## src/rtl/srs_pkg.sv

```systemverilog
package srs_pkg;

  typedef enum logic [2:0] {
    ST_IDLE,
    ST_BUSYDLY,
    ST_CONVERT,
    ST_READY,
    ST_SHIFT
  } srs_state_e;

  // Round a duration up to whole clock cycles, never below one.
  function automatic int unsigned ns_to_cycles(input longint unsigned hz,
                                               input longint unsigned ns);
    longint unsigned c;
    c = (hz * ns + 64'd999_999_999) / 64'd1_000_000_000;
    if (c == 64'd0) c = 64'd1;
    return 32'(c);
  endfunction

endpackage

```

## src/rtl/srs_line_sync.sv

```systemverilog
module srs_line_sync #(
  parameter int unsigned STAGES    = 2,
  parameter bit          RESET_VAL = 1'b1
) (
  input  logic clk,
  input  logic rst_n,
  input  logic async_i,
  output logic level_o,
  output logic rise_o,
  output logic fall_o
);

  logic [STAGES-1:0] chain;
  logic              prev;

  generate
    for (genvar g = 0; g < STAGES; g++) begin : g_stage
      if (g == 0) begin : g_first
        always_ff @(posedge clk or negedge rst_n) begin
          if (!rst_n) chain[0] <= RESET_VAL;
          else        chain[0] <= async_i;
        end
      end else begin : g_next
        always_ff @(posedge clk or negedge rst_n) begin
          if (!rst_n) chain[g] <= RESET_VAL;
          else        chain[g] <= chain[g-1];
        end
      end
    end
  endgenerate

  always_ff @(posedge clk or negedge rst_n) begin
    if (!rst_n) prev <= RESET_VAL;
    else        prev <= chain[STAGES-1];
  end

  assign level_o = chain[STAGES-1];
  assign rise_o  = chain[STAGES-1] & ~prev;
  assign fall_o  = ~chain[STAGES-1] & prev;

endmodule

```

## src/rtl/srs_delay_counter.sv

```systemverilog
module srs_delay_counter #(
  parameter int unsigned LIMIT = 4
) (
  input  logic clk,
  input  logic rst_n,
  input  logic run_i,
  output logic hit_o
);

  localparam int unsigned CW = (LIMIT > 1) ? $clog2(LIMIT + 1) : 1;

  logic [CW-1:0] cnt;

  assign hit_o = run_i && (cnt == CW'(LIMIT - 1));

  always_ff @(posedge clk or negedge rst_n) begin
    if (!rst_n)                cnt <= '0;
    else if (!run_i || hit_o)  cnt <= '0;
    else                       cnt <= cnt + 1'b1;
  end

  // Counter never passes its terminal count.
  assert_no_overflow_R6: assert property (@(posedge clk) disable iff (!rst_n)
    cnt < CW'(LIMIT));

  // A dropped run request always clears the count.
  assert_clear_on_stop_R7: assert property (@(posedge clk) disable iff (!rst_n)
    !run_i |=> cnt == '0);

endmodule

```

## src/rtl/srs_frame_shifter.sv

```systemverilog
module srs_frame_shifter #(
  parameter int unsigned NUM_CH  = 11,
  parameter int unsigned CH_BITS = 8
) (
  input  logic                        clk,
  input  logic                        rst_n,
  input  logic                        load_i,
  input  logic [NUM_CH*CH_BITS-1:0]   data_i,
  input  logic                        shift_i,
  output logic                        bit_o,
  output logic                        frame_done_o
);

  localparam int unsigned FRAME = NUM_CH * CH_BITS;
  localparam int unsigned BW    = (CH_BITS > 1) ? $clog2(CH_BITS) : 1;
  localparam int unsigned CW    = (NUM_CH > 1) ? $clog2(NUM_CH) : 1;

  logic [FRAME-1:0] shreg;
  logic [BW-1:0]    bit_idx;
  logic [CW-1:0]    ch_idx;
  logic             done_q;

  assign bit_o        = shreg[0];
  assign frame_done_o = done_q;

  always_ff @(posedge clk or negedge rst_n) begin
    if (!rst_n) begin
      shreg   <= '0;
      bit_idx <= '0;
      ch_idx  <= '0;
      done_q  <= 1'b0;
    end else if (load_i) begin
      shreg   <= data_i;
      bit_idx <= '0;
      ch_idx  <= '0;
      done_q  <= 1'b0;
    end else if (shift_i) begin
      shreg <= {1'b0, shreg[FRAME-1:1]};
      if (bit_idx == BW'(CH_BITS - 1)) begin
        bit_idx <= '0;
        if (ch_idx == CW'(NUM_CH - 1)) done_q <= 1'b1;
        else                           ch_idx <= ch_idx + 1'b1;
      end else begin
        bit_idx <= bit_idx + 1'b1;
      end
    end
  end

  // Channel index stays inside the frame.
  assert_ch_range_R4: assert property (@(posedge clk) disable iff (!rst_n)
    ch_idx < CW'(NUM_CH));

  // Captured frame holds unless loaded or shifted (late done pulses ignored).
  assert_hold_frame_R5: assert property (@(posedge clk) disable iff (!rst_n)
    (!load_i && !shift_i) |=> $stable(shreg));

  // No shift requested once the whole frame has gone out.
  assert_no_overshift_R8: assert property (@(posedge clk) disable iff (!rst_n)
    shift_i |-> !done_q);

endmodule

```

## src/rtl/serial_readout_slave.sv

```systemverilog
module serial_readout_slave
  import srs_pkg::*;
#(
  parameter int unsigned CLK_HZ      = 100_000_000,
  parameter int unsigned BUSY_NS     = 500,
  parameter int unsigned TIMEOUT_NS  = 2_000_000,
  parameter int unsigned NUM_CH      = 11,
  parameter int unsigned CH_BITS     = 8,
  parameter int unsigned SYNC_STAGES = 2
) (
  input  logic                        clk,
  input  logic                        rst_n,
  input  logic                        host_line_i,
  output logic                        sdo_o,
  output logic                        conv_start_o,
  input  logic                        conv_done_i,
  input  logic [NUM_CH*CH_BITS-1:0]   conv_data_i
);

  localparam int unsigned FRAME_BITS  = NUM_CH * CH_BITS;
  localparam int unsigned BUSY_CYC    = ns_to_cycles(CLK_HZ, BUSY_NS);
  localparam int unsigned TIMEOUT_CYC = ns_to_cycles(CLK_HZ, TIMEOUT_NS);

  srs_state_e state;
  logic line, line_rise, line_fall;
  logic busy_hit, tmo_run, tmo_hit;
  logic load, shift, frame_bit, frame_done;

  srs_line_sync #(.STAGES(SYNC_STAGES), .RESET_VAL(1'b1)) u_sync (
    .clk     (clk),
    .rst_n   (rst_n),
    .async_i (host_line_i),
    .level_o (line),
    .rise_o  (line_rise),
    .fall_o  (line_fall)
  );

  srs_delay_counter #(.LIMIT(BUSY_CYC)) u_busy (
    .clk   (clk),
    .rst_n (rst_n),
    .run_i (state == ST_BUSYDLY),
    .hit_o (busy_hit)
  );

  // Watchdog runs only while shifting with the host line high; any edge clears it.
  assign tmo_run = (state == ST_SHIFT) && line && !line_rise;

  srs_delay_counter #(.LIMIT(TIMEOUT_CYC)) u_wdog (
    .clk   (clk),
    .rst_n (rst_n),
    .run_i (tmo_run),
    .hit_o (tmo_hit)
  );

  assign load  = conv_done_i && (state == ST_CONVERT);
  assign shift = line_rise && ((state == ST_READY) || (state == ST_SHIFT));

  srs_frame_shifter #(.NUM_CH(NUM_CH), .CH_BITS(CH_BITS)) u_shift (
    .clk          (clk),
    .rst_n        (rst_n),
    .load_i       (load),
    .data_i       (conv_data_i),
    .shift_i      (shift),
    .bit_o        (frame_bit),
    .frame_done_o (frame_done)
  );

  always_ff @(posedge clk or negedge rst_n) begin
    if (!rst_n) begin
      state        <= ST_IDLE;
      sdo_o        <= 1'b1;
      conv_start_o <= 1'b0;
    end else begin
      conv_start_o <= 1'b0;
      unique case (state)
        ST_IDLE: begin
          sdo_o <= 1'b1;
          if (!line) state <= ST_BUSYDLY;
        end
        ST_BUSYDLY: begin
          if (busy_hit) begin
            state        <= ST_CONVERT;
            sdo_o        <= 1'b0;
            conv_start_o <= 1'b1;
          end
        end
        ST_CONVERT: begin
          if (conv_done_i) begin
            state <= ST_READY;
            sdo_o <= 1'b1;
          end
        end
        ST_READY: begin
          if (line_rise) begin
            state <= ST_SHIFT;
            sdo_o <= frame_bit;
          end
        end
        ST_SHIFT: begin
          if (tmo_hit) begin
            state <= ST_IDLE;
            sdo_o <= 1'b1;
          end else if (line_rise) begin
            sdo_o <= frame_bit;
          end else if (line_fall && frame_done) begin
            state <= ST_IDLE;
            sdo_o <= 1'b1;
          end
        end
        default: begin
          state <= ST_IDLE;
          sdo_o <= 1'b1;
        end
      endcase
    end
  end

  // Output line is high whenever no conversion or shift is under way.
  assert_idle_high_R1: assert property (@(posedge clk) disable iff (!rst_n)
    (state == ST_IDLE || state == ST_BUSYDLY || state == ST_READY) |-> sdo_o);

  // Start request coincides with the busy flag.
  assert_start_busy_R2: assert property (@(posedge clk) disable iff (!rst_n)
    conv_start_o |-> (!sdo_o && state == ST_CONVERT));

  // Converter completion raises the line and waits for the host.
  assert_done_ready_R3: assert property (@(posedge clk) disable iff (!rst_n)
    (state == ST_CONVERT && conv_done_i) |=> (state == ST_READY && sdo_o));

  // Expired watchdog lands in idle with the line high.
  assert_tmo_idle_R6: assert property (@(posedge clk) disable iff (!rst_n)
    tmo_hit |=> (state == ST_IDLE && sdo_o));

  // Watchdog cannot fire outside the shift state.
  assert_tmo_scope_R7: assert property (@(posedge clk) disable iff (!rst_n)
    tmo_hit |-> state == ST_SHIFT);

  // Falling edge after the last bit returns to idle for a restart.
  assert_restart_R8: assert property (@(posedge clk) disable iff (!rst_n)
    (state == ST_SHIFT && line_fall && frame_done) |=> state == ST_IDLE);

  // Start request lasts exactly one cycle.
  assert_start_pulse_R9: assert property (@(posedge clk) disable iff (!rst_n)
    conv_start_o |=> !conv_start_o);

endmodule

```

## config.mk

```make
export PLATFORM = sky130hd
export DESIGN_NAME = serial_readout_slave
export DESIGN_NICKNAME = d
export VERILOG_FILES = /design/src/rtl/srs_pkg.sv /design/src/rtl/srs_line_sync.sv /design/src/rtl/srs_delay_counter.sv /design/src/rtl/srs_frame_shifter.sv /design/src/rtl/serial_readout_slave.sv
export SDC_FILE = /design/constraint.sdc
export NUM_CORES = 1
export LEC_CHECK = 0
export BUFFER_PORTS_ARGS = -buffer_cell sky130_fd_sc_hd__clkbuf_2
export CORE_MARGIN = 2
export CORE_UTILIZATION = 35
export DETAILED_ROUTE_END_ITERATION = 16
export PLACE_DENSITY = 0.54
export SLEW_MARGIN = 40
export SYNTH_ARGS = -nofsm -noshare
export SYNTH_HDL_FRONTEND = slang
export SYNTH_SLANG_ARGS = --single-unit
```

## constraint.sdc

```tcl
create_clock -name clk -period 4.5 [get_ports clk]
set_clock_uncertainty 0.15 [all_clocks]
set_input_delay 0 -clock clk [delete_from_list [all_inputs] [get_ports clk]]
set_output_delay 0 -clock clk [all_outputs]
set_load 0.01 [all_outputs]
```

== Word-level counts from Yosys, hierarchy flattened ==
Cells that the tools add are included.
W data, S select, Z words.

* Output and inout port bits: 2
* Word-level logic and storage cells: 89
* Bits of input ports: 92
* Bits in registers: 128

* Muxes and demuxes: 32
* Equality and inequality tests: 16
* Bitwise operators: 4
* Add/subtract/negate cells: 4
* Reductions and logical operators: 21

{| class="wikitable"
|+ Operators with widths
! operator !! number
|-
| $mux W88 || 2
|-
| $mux W3 || 10
|-
| $add A18 B1 Y18 const B || 1
|-
| $eq A18 B18 Y1 const B || 1
|-
| $mux W18 || 1
|-
| $mux W4 || 4
|-
| $pmux W3 S5 || 1
|-
| $mux W1 || 12
|-
| $ne A2 B2 Y1 const B || 5
|-
| $logic_and A1 B1 Y1 || 7
|-
| $add A6 B1 Y6 const B || 1
|-
| $eq A3 B2 Y1 const B || 2
|-
| $eq A3 B3 Y1 const B || 2
|-
| $eq A6 B6 Y1 const B || 1
|-
| $mux W6 || 1
|-
| $reduce_and A3 Y1 || 2
|-
| $reduce_and A6 Y1 || 1
|-
| $reduce_bool A2 Y1 || 3
|-
| $add A4 B1 Y4 const B || 1
|-
| $eq A4 B4 Y1 const B || 1
|-
| $ne A4 B2 Y1 const B || 1
|-
| $pmux W1 S4 || 1
|-
| $reduce_and A4 Y1 || 1
|-
| $add A3 B1 Y3 const B || 1
|-
| 8 further kinds || 14
|}

== Logic depth before layout (Yosys ltp) ==
Gate-level depths: netlist of run 1.

* Word-level depth: 7
* Depth in mapped cells: 7
* Mapped depth without buffers: 6

== Hierarchy ==
From an unflattened synthesis of run 1, not the netlist that was laid out.

* Cell total of the unflattened synthesis: 588
* Area, all modules: 6177.2 µm²

{| class="wikitable"
|+ By module, submodules not included
! module !! instances !! area each (µm²) !! sequential area each (µm²) !! cells an instance
|-
| srs_frame_shifter || 1 || 4516.8 || 2402.3 || 423
|-
| srs_delay_counter (u_wdog) || 1 || 919.6 || 450.4 || 93
|-
| serial_readout_slave || 1 || 355.3 || 126.4 || 39
|-
| srs_delay_counter (u_busy) || 1 || 291.5 || 150.1 || 28
|-
| srs_line_sync || 1 || 93.8 || 78.8 || 5
|}

== Worst setup path after synthesis of run 1 ==
OpenSTA, ideal clock, no wires.

* Path kind: flip-flop to flip-flop
* Start: register u_wdog.cnt[0]
* End: register u_wdog.cnt[10]
* Cell stages (with the launch flop): 8
* Arrival: 1.591 ns
* Library setup time: 0.119 ns
* Required time: 4.231 ns
* Period minus slack after synthesis: 1.860 ns
* Path buffers: 2
* Slack: 2.640 ns
* Path through: dfrtp_1 > ha_1 > nand2_1 > nor4b_2 > a31o_1 > buf_4 > buf_4 > nor2_1

* Word-level cells in the longest chain between the ends: 4
* Elaborated cells on any way between the ends: 5
* Classes of those cells: add/sub: 1; eq/ne: 1; mux: 1; reduce/logical: 2

{| class="wikitable"
|+ Ends and longest elaborated chain
! what !! RTL line !! text
|-
| start: declaration || srs_delay_counter.sv:12 || <nowiki>logic [CW-1:0] cnt;</nowiki>
|-
| start signal: assignment || srs_delay_counter.sv:19 || <nowiki>else cnt <= cnt + 1'b1;</nowiki>
|-
| branches (longest 3 deep; another with $add A18 B1 Y18) || - ||
|-
| $mux W18 * || srs_delay_counter.sv:18 || <nowiki>else if (!run_i || hit_o) cnt <= '0;</nowiki>
|}

Mark *: on every way between the ends.
A chain may end at the register's enable or synchronous reset.

== Final worst setup path of run 1 ==
* Start: register u_sync.chain[1], in the netlist u_sync.level_o
* End: register u_shift.shreg[43]

* Word-level cells in the longest chain between the ends: 3

{| class="wikitable"
|+ Ends and longest elaborated chain
! what !! RTL line !! text
|-
| start: declaration || srs_line_sync.sv:13 || <nowiki>logic [STAGES-1:0] chain;</nowiki>
|-
| start signal: indexed assignment || srs_line_sync.sv:26 || <nowiki>else chain[g] <= chain[g-1];</nowiki>
|-
| $and A1 B1 Y1 || srs_line_sync.sv:38 || <nowiki>assign rise_o = chain[STAGES-1] & ~prev;</nowiki>
|-
| $logic_and A1 B1 Y1 || serial_readout_slave.sv:56 || <nowiki>assign shift = line_rise && ((state == ST_READY) || (state == ST_SHIFT));</nowiki>
|-
| $reduce_bool A2 Y1 (no line) || - ||
|-
| end signal: assignment || srs_frame_shifter.sv:33 || <nowiki>shreg <= data_i;</nowiki>
|-
| end signal: assignment || srs_frame_shifter.sv:38 || <nowiki>shreg <= {1'b0, shreg[FRAME-1:1]};</nowiki>
|-
| end: declaration || srs_frame_shifter.sv:18 || <nowiki>logic [FRAME-1:0] shreg;</nowiki>
|}

No other way between the ends.

==> results of run 1 <==
[worst paths after layout]
check | cells after the start | to
min | 2 | u_shift.shreg[26]
max | 6 | u_shift.shreg[43]
max in group asynchronous | 3 | u_shift.shreg[48]
max reg2reg | 6 | u_shift.shreg[43]
min reg2reg | 0 | u_sync.level_o
min in group clk | 2 | u_sync.chain[0]
[state kept, by name, indices dropped and copies added (netlist names)]
| register | count |
|---|---|
| u_wdog.cnt | 18 |
| u_shift.frame_done_o | 1 |
| u_sync.level_o | 1 |
| conv_start_o | 1 |
| u_sync.prev | 1 |
| u_busy.cnt | 6 |
| sdo_o | 1 |
| state | 3 |
| u_sync.chain | 1 |
| u_shift.ch_idx | 4 |
| u_shift.shreg | 88 |
| u_shift.bit_idx | 3 |
[layout make-up]
cell class | count | area (um^2)
fill | 1527 | 8428
sequential | 128 | 3208
multi-input combinational | 332 | 2429
timing repair buffer | 194 | 1498
clock buffer | 26 | 489.2
tap | 220 | 275.3
clock inverter | 6 | 105.1
inverter | 9 | 33.78
[cell usage after synthesis, types with 2 or more instances]
| cell type | number |
|---|---|
| a21o_1 | 83 |
| a21oi_1 | 7 |
| a22o_1 | 81 |
| a31o_1 | 2 |
| and3_1 | 6 |
| and4_1 | 3 |
| buf_1 | 2 |
| buf_2 | 23 |
| buf_4 | 5 |
| buf_6 | 2 |
| clkbuf_1 | 5 |
| dfrtp_1 | 124 |
| dfstp_2 | 4 |
| ha_1 | 7 |
| inv_1 | 9 |
| mux2i_1 | 3 |
| nand2_1 | 17 |
| nand3_1 | 16 |
| nand3b_1 | 2 |
| nand4_1 | 4 |
| nand4b_1 | 2 |
| nor2_1 | 31 |
| nor2b_1 | 2 |
| nor3_1 | 6 |
| nor4_1 | 2 |
| nor4bb_1 | 3 |
| o2111ai_1 | 2 |
| o21ai_0 | 9 |
| o22ai_1 | 3 |
| or3_1 | 3 |
| xnor2_1 | 7 |
| xor2_1 | 11 |
[placed cells by master (no fill, tap or decap), drive strengths merged, types with 2 or more instances in the layout]
cell           n
nor4bb         3
nor4           2
bufinv         3
o21ai         10
nor3           6
nand3         16
o22ai          3
nand4          4
or3            3
ha             7
o21a           2
a31o           2
clkbuf       118
o2111ai        2
and3           6
nor2          32
and4           3
a22o          81
nand3b         2
xor2          11
a21oi          7
nor2b          2
buf           11
clkinv         3
inv            9
dfrtp        124
mux2i          3
xnor2          7
nand4b         2
dfstp          4
nor4b          2
nand2         17
a21o          83
dlygate4sd3   91
[stage by stage]
stage	utilization (%)	hold slack, ns	instance area (um^2)
after floorplan	-	-0.4456	5852
after global placement	39.27	-0.06369	6466
after detailed placement	39.67	-0.05790	6533
after CTS	48.81	0.06670	8038
after global routing	48.81	0.08436	8038
final	48.81	0.03661	8038
[cell families (layout without fill, tap and decap cells)]
| group | Yosys count | after routing | synth area share [%] |
|---|---|---|---|
| compound gates | 199 | 199 | 26.79 |
| simple gates | 105 | 105 | 9.665 |
| flops | 128 | 128 | 54.82 |
| fa+ha+maj | 7 | 7 | 1.497 |
| xor+xnor | 18 | 18 | 2.694 |
| mux | 3 | 3 | 0.5132 |
| buf+inv | 46 | 235 | 4.020 |
[metal layers]
layer | part of all wire (%) | up-vias | GRT usage [%] | wire, um
met1 | 44 | 2315 | 21.07 | 6152
li1 | - | 2232 | - | -
met2 | 50 | 91 | 27.52 | 6963
met3 | 3.5 | 19 | 3.463 | 489
met5 | 0 | - | 0 | 0
met4 | 1.9 | 0 | 6.974 | 264
[worst max-delay path, stage by stage (launching register included)]
cell and delay, ns:
dfstp_2 0.57, nor2b_1 0.44, o21a_2 0.26, buf_4 0.36, buf_12 0.30, a22o_1 0.18, a21o_1 0.08
[power by group through the flow]
stage | Sequential, mW | Combinational [mW] | Clock (mW)
floorplan | 1.18 | 0.00344 | 0
global placement | 1.18 | 0.0712 | 0
CTS | 1.16 | 0.135 | 1.42
detailed placement | 1.18 | 0.0715 | 0
finish | 1.16 | 0.133 | 1.39
global route | 1.16 | 0.147 | 1.48
==> out/metrics.yaml, run 1 <==
die_area_um2: 17770
ys_top_cells_by_area: "dfrtp_1, a22o_1, a21o_1"
rr_startpoint: "u_sync.level_o"
design.core.area_um2: 16470
cts-buffers-inserted: 17
path_clk_slew_ns: 0.05
min_period_ns: 2.438
status: "complete, no violations"
first_iter_violations: 280
drive_gt1_share_pct: 20.00
vdd_drop_max_mv: 0.2902
dp_cells: 792
ys_seq_elements: 128
antennaDiodeCount: 0
crit_fanout: 52
switchingPower_mw: 0.5284
place.gp.congestion: 0.7654
setup_viol: 0
avgSynthCellArea_um2: 11.56
ys_warn_count: 0
reg2reg_setup_slack_ns: 2.06
vias: 4657
cts_buffer_depth: 2
power.clock.fraction_pct: 51.9
tightest_slew_ns: 0.7029
pin_count: 94
p_comb_share_pct: 5.0
cts.sinks: 128
async_reset_ff_share_pct: 100.0
hold_buffers: 91
grt_max_degree: 90
nets: 781
hold_viol: 0
synth_top_area_share_pct: 53.03
synth_cell_types: 52
cts_resized: 0
drc: 0
p_sw_share_pct: 19.73
cap_violations: 0
fp.dieH_um: 133.3
synth_edf_count: 0
grt_pass1_vias: 4881
ys_seq_area_share_pct: 54.82
wl_per_cell_um: 15.16
pwr_density_cell_nw_per_um2: 333.2
p_leak_nw: 4.437
grt_pass1_wl_um: 23520
io_buffers: 93
antenna_found_initial: 0
clockRootBuffer: "clkbuf_16"
hpwl_um: 8549
p_total_mw: 2.678
cts_setup_buffers: 0
cts_tree: "built"
start_kind: "flip-flop"
ys.flop_type: "dfrtp_1"
seq_power_share_pct: 43.2
grt_overflow: 0
cts_max_level: 4
drv_slew: 0
initial_core_util_pct: 35.54
timing.final.crit_share_pct: 54.18
synthesis.area_um2: 5852
syn_inst: 506
dr.pass1.iters: 4
p_int_mw: 2.150
cp_data_required_time_ns: 4.70
die_w_um: 133.3
setup_slack_ns: 2.062
crit_path_end_kind: "flip-flop"
wl_um: 13870
hold_path_class: "in -> async"
synthesis.nets: 605
crit_path_start: "u_sync.level_o"
max_freq_ghz: 0.4102
final.setup.tns_ns: 0
syn2layout_area_growth_pct: 37.35
rsz0062_at_grt: "false"
ant_nets: 0
row_count: 47
clk_latency_ns: 0.41
via_per_inst: 5.090
grt.total_usage_pct: 16.56
yosysTopAreaCell: "dfrtp_1"
final_cells: 915
max_slew_margin_pct: 53.14
path_class: "reg -> reg"
arrival_ns: 2.64
dpl_worst_slack_ns: 2.079
Power figures use the tool's default switching activity.
==> inputs of run 2 (changes only) <==
--- a/config.mk
+++ b/config.mk
@@ -5,11 +5,12 @@
 export SDC_FILE = /design/constraint.sdc
 export NUM_CORES = 1
 export LEC_CHECK = 0
+export ABC_AREA = 1
 export BUFFER_PORTS_ARGS = -buffer_cell sky130_fd_sc_hd__clkbuf_2
 export CORE_MARGIN = 2
 export CORE_UTILIZATION = 35
 export DETAILED_ROUTE_END_ITERATION = 16
-export PLACE_DENSITY = 0.54
+export PLACE_DENSITY = 0.53
 export SLEW_MARGIN = 40
 export SYNTH_ARGS = -nofsm -noshare
 export SYNTH_HDL_FRONTEND = slang
==> constraint.sdc (replaced) <==
create_clock -name clk -period 2.45 [get_ports clk]
set_clock_uncertainty 0.15 [all_clocks]
set_input_delay 0 -clock clk [delete_from_list [all_inputs] [get_ports clk]]
set_output_delay 0 -clock clk [all_outputs]
set_load 0.01 [all_outputs]
==> run 2 against run 1 <==
Compared with the run above:
- wire length grew 3.4%
- synthesized area increased by 10%
- critical endpoint is now u_shift.ch_idx[1]
- synthesized cell count up 26%
- critical path depth down 1
- sequential cell count unchanged
- sequential power rose to 2.8 times the previous value
- combinational power increased to 23 times the previous value
- design area is 8.1% higher
- fmax rose by 20%
- hold slack got worse by 0.0071 ns
- via count is 8.6% higher
- largest cell class unchanged
==> out/metrics.yaml, run 2 <==
syn_inst: 638  # +26%
timing.final.crit_share_pct: 83.05  # +29 points
fp.dieH_um: 139.8  # +4.8%
vias: 5058  # +8.6%
via_per_inst: 4.758  # -6.5%
final_cell_mix: "nand2_1, dfrtp_1, inv_1"
crit_chain: "nor2_2, nand3_2, nand2_4, nand2_1, o31ai_1"
async_reset_ff_share_pct: 100.0  # unchanged
synth_top_area_share_pct: 48.11  # -4.9 points
pin_count: 94  # unchanged
switchingPower_mw: 2.927  # +450%
drv_slew: 0  # unchanged
antenna_found_initial: 0  # unchanged
drc: 0  # unchanged
reg_top3: "u_shift.shreg x88, u_wdog.cnt x18, u_busy.cnt x6"
drive_gt1_share_pct: 28.30  # +8.3 points
avgSynthCellArea_um2: 10.11  # -13%
synthesis.area_um2: 6450  # +10%
mostFrequentLayoutCell: "nand2_1"
ys.flop_type: "dfrtp_1"
p_comb_share_pct: 33.5  # +29 points
initial_core_util_pct: 35.78  # +0.24 points
synth-compound-area-share_pct: 21.98  # -4.8 points
min_period_ns: 2.035  # -0.4034 ns
p_sw_share_pct: 32.60  # +13 points
status: "complete, no violations"
cp_data_required_time_ns: 2.60  # -2.10 ns
path_clk_slew_ns: 0.06  # about the same
synth_adder_area_share_pct: 1.358  # -0.14 points
synth_cell_types: 38  # -27%
seq_power_share_pct: 35.9  # -7.3 points
dr.pass1.iters: 4  # unchanged
crit_path_end_kind: "flip-flop"
cts_buffer_depth: 2  # unchanged
path_class: "reg -> reg"
cts_resized: 0  # unchanged
first_iter_violations: 297  # +6.1%
synthesis.nets: 737  # +22%
hold_buffers: 91  # unchanged
yosysMostFrequentCell: "nand2_1"
setup_viol: 0  # unchanged
synth_top_family_by_area: "compound AO/OA/AOI/OAI gates"
wl_um: 14340  # +3.4%
hold_viol: 0  # unchanged
max_freq_ghz: 0.4915  # +20%
p_leak_nw: 3.819  # -14%
wl_per_cell_um: 13.49  # -11%
nets: 920  # +18%
max_stage_delay_ns: 0.44  # -0.13 ns
largest_reg_flops: 88  # unchanged
place.gp.congestion: 0.8043  # +5.1%
cts-buffers-inserted: 17  # unchanged
cts.sinks: 128  # unchanged
p_total_mw: 8.979  # +240%
max_slew_margin_pct: 55.73  # +2.6 points
yosysTopAreaCell: "dfrtp_1"
synth_edf_count: 0  # unchanged
row_count: 49  # +4.3%
cap_violations: 0  # unchanged
die_area_um2: 19530  # +9.9%
rr_startpoint: "state[0]"
ys_top_cells_by_area: "dfrtp_1, o221ai_2, nand2_1"
tightest_slew_ns: 0.6640  # -0.03888 ns
largest-register: "u_shift.shreg"
crit_fanout: 15  # -71%
synth-xor-area-share_pct: 1.086  # -1.6 points
io_buffers: 93  # unchanged
hpwl_um: 9432  # +10%
grt.total_usage_pct: 15.60  # -0.96 points
ys_seq_area_share_pct: 49.74  # -5.1 points
clockRootBuffer: "clkbuf_16"
die_w_um: 139.8  # +4.8%
grt_pass1_wl_um: 24890  # +5.8%
final.setup.tns_ns: 0  # unchanged
clk_latency_ns: 0.41  # about the same
ys_warn_count: 0  # unchanged
power.clock.fraction_pct: 30.7  # -21 points
grt_pass1_vias: 5207  # +6.7%
grt_max_degree: 62  # -31%
design.core.area_um2: 18020  # +9.5%
rsz0062_at_grt: "false"
hold_path_class: "in -> async"
synth-simple-area-share_pct: 15.19  # +5.5 points
cts_max_level: 4  # unchanged
ant_nets: 0  # unchanged
pwr_density_cell_nw_per_um2: 1034  # +210%
p_int_mw: 6.051  # +180%
crit_path_start: "state[0]"
cpMaxStageDelayCell: "dfrtp_1"
cts_tree: "built"
start_kind: "flip-flop"
syn2layout_area_growth_pct: 34.67
antennaDiodeCount: 0  # unchanged
arrival_ns: 2.19  # -0.45 ns
vdd_drop_max_mv: 0.5329  # +84%
grt_overflow: 0  # unchanged
synthMuxAreaShare_pct: 0.3492  # -0.16 points
ys_seq_elements: 128  # unchanged
ys_top_cells_by_count: "nand2_1, dfrtp_1, inv_1"
cts_setup_buffers: 0  # unchanged
[run 2: cell types whose count changed after synthesis, sizes merged, moves of 4 or more]
cell / change
nand2: +120
inv: +107
a21o: -83
a22o: -80
o221ai: +78
nor2: +15
nand3: +9
buf: -8
and3: -6
xnor2: -5
xor2: -5
a31oi: +4
o21ai: +4
[run 2: per-stage QoR]
| step | setup slack (ns) | instance area [um^2] | util, % | hold WS [ns] | instances |
|---|---|---|---|---|---|
| floorplan | 0.8342 | 6450 | - | -0.4456 | 638 |
| global placement | 0.4189 | 7134 | 39.58 | -0.06488 | 940 |
| detailed placement | 0.3992 | 7134 | 39.58 | -0.05967 | 940 |
| CTS | 0.3840 | 8686 | 48.19 | 0.06407 | 1063 |
| global route | 0.2345 | 8686 | 48.19 | 0.1115 | 1063 |
| finish | 0.4153 | 8686 | 48.19 | 0.02949 | 1063 |
[run 2: worst max-delay path: cells and delay by family, from the launching register on]
kind            cells  cell delay (ns)
compound gates      1             0.26
flops               1             0.44
simple gates        4             1.06
[run 2: final timing paths]
kind	cells after the start	slack, ns	endpoint
worst max-delay path	5	0.42	u_shift.ch_idx[1]
worst min-delay path	2	0.03	u_shift.shreg[51]
worst max register to register	5	0.42	u_shift.ch_idx[1]
worst min register to register	0	0.21	u_sync.level_o
max in group asynchronous	3	1.36	u_sync.prev
min in group clk	2	0.11	u_sync.chain[0]
[run 2: routing by layer]
metal	part of all wire (%)	vias up	track usage [%]
li1	-	2523	-
met1	47	2435	20.66
met2	49	85	25.37
met3	2.8	15	3.648
met4	1.0	0	5.053
met5	0	-	0
[run 2: kinds of logic after synthesis]
logic type	count (synthesis)
fa+ha+maj	7
simple gates	228
compound gates	119
xor+xnor	8
flops	128
buf+inv	147
mux	1
[run 2: final cells by class]
cell class	instances	area, um^2
Clock buffer	18	429.2
Clock inverter	14	211.5
Fill cell	1673	9339
Inverter	117	439.2
Multi-Input combinational cell	363	2582
Sequential cell	128	3208
Tap cell	229	286.5
Timing Repair Buffer	194	1529
[run 2: power by group through the flow]
stage / combinational [mW] / sequential [mW] / clock, mW
floorplan: 2.45 / 3.17 / 0
global placement: 2.83 / 3.24 / 0
detailed placement: 2.93 / 3.25 / 0
CTS: 3.06 / 3.23 / 2.82
global route: 3.37 / 3.31 / 2.92
finish: 3.00 / 3.22 / 2.75
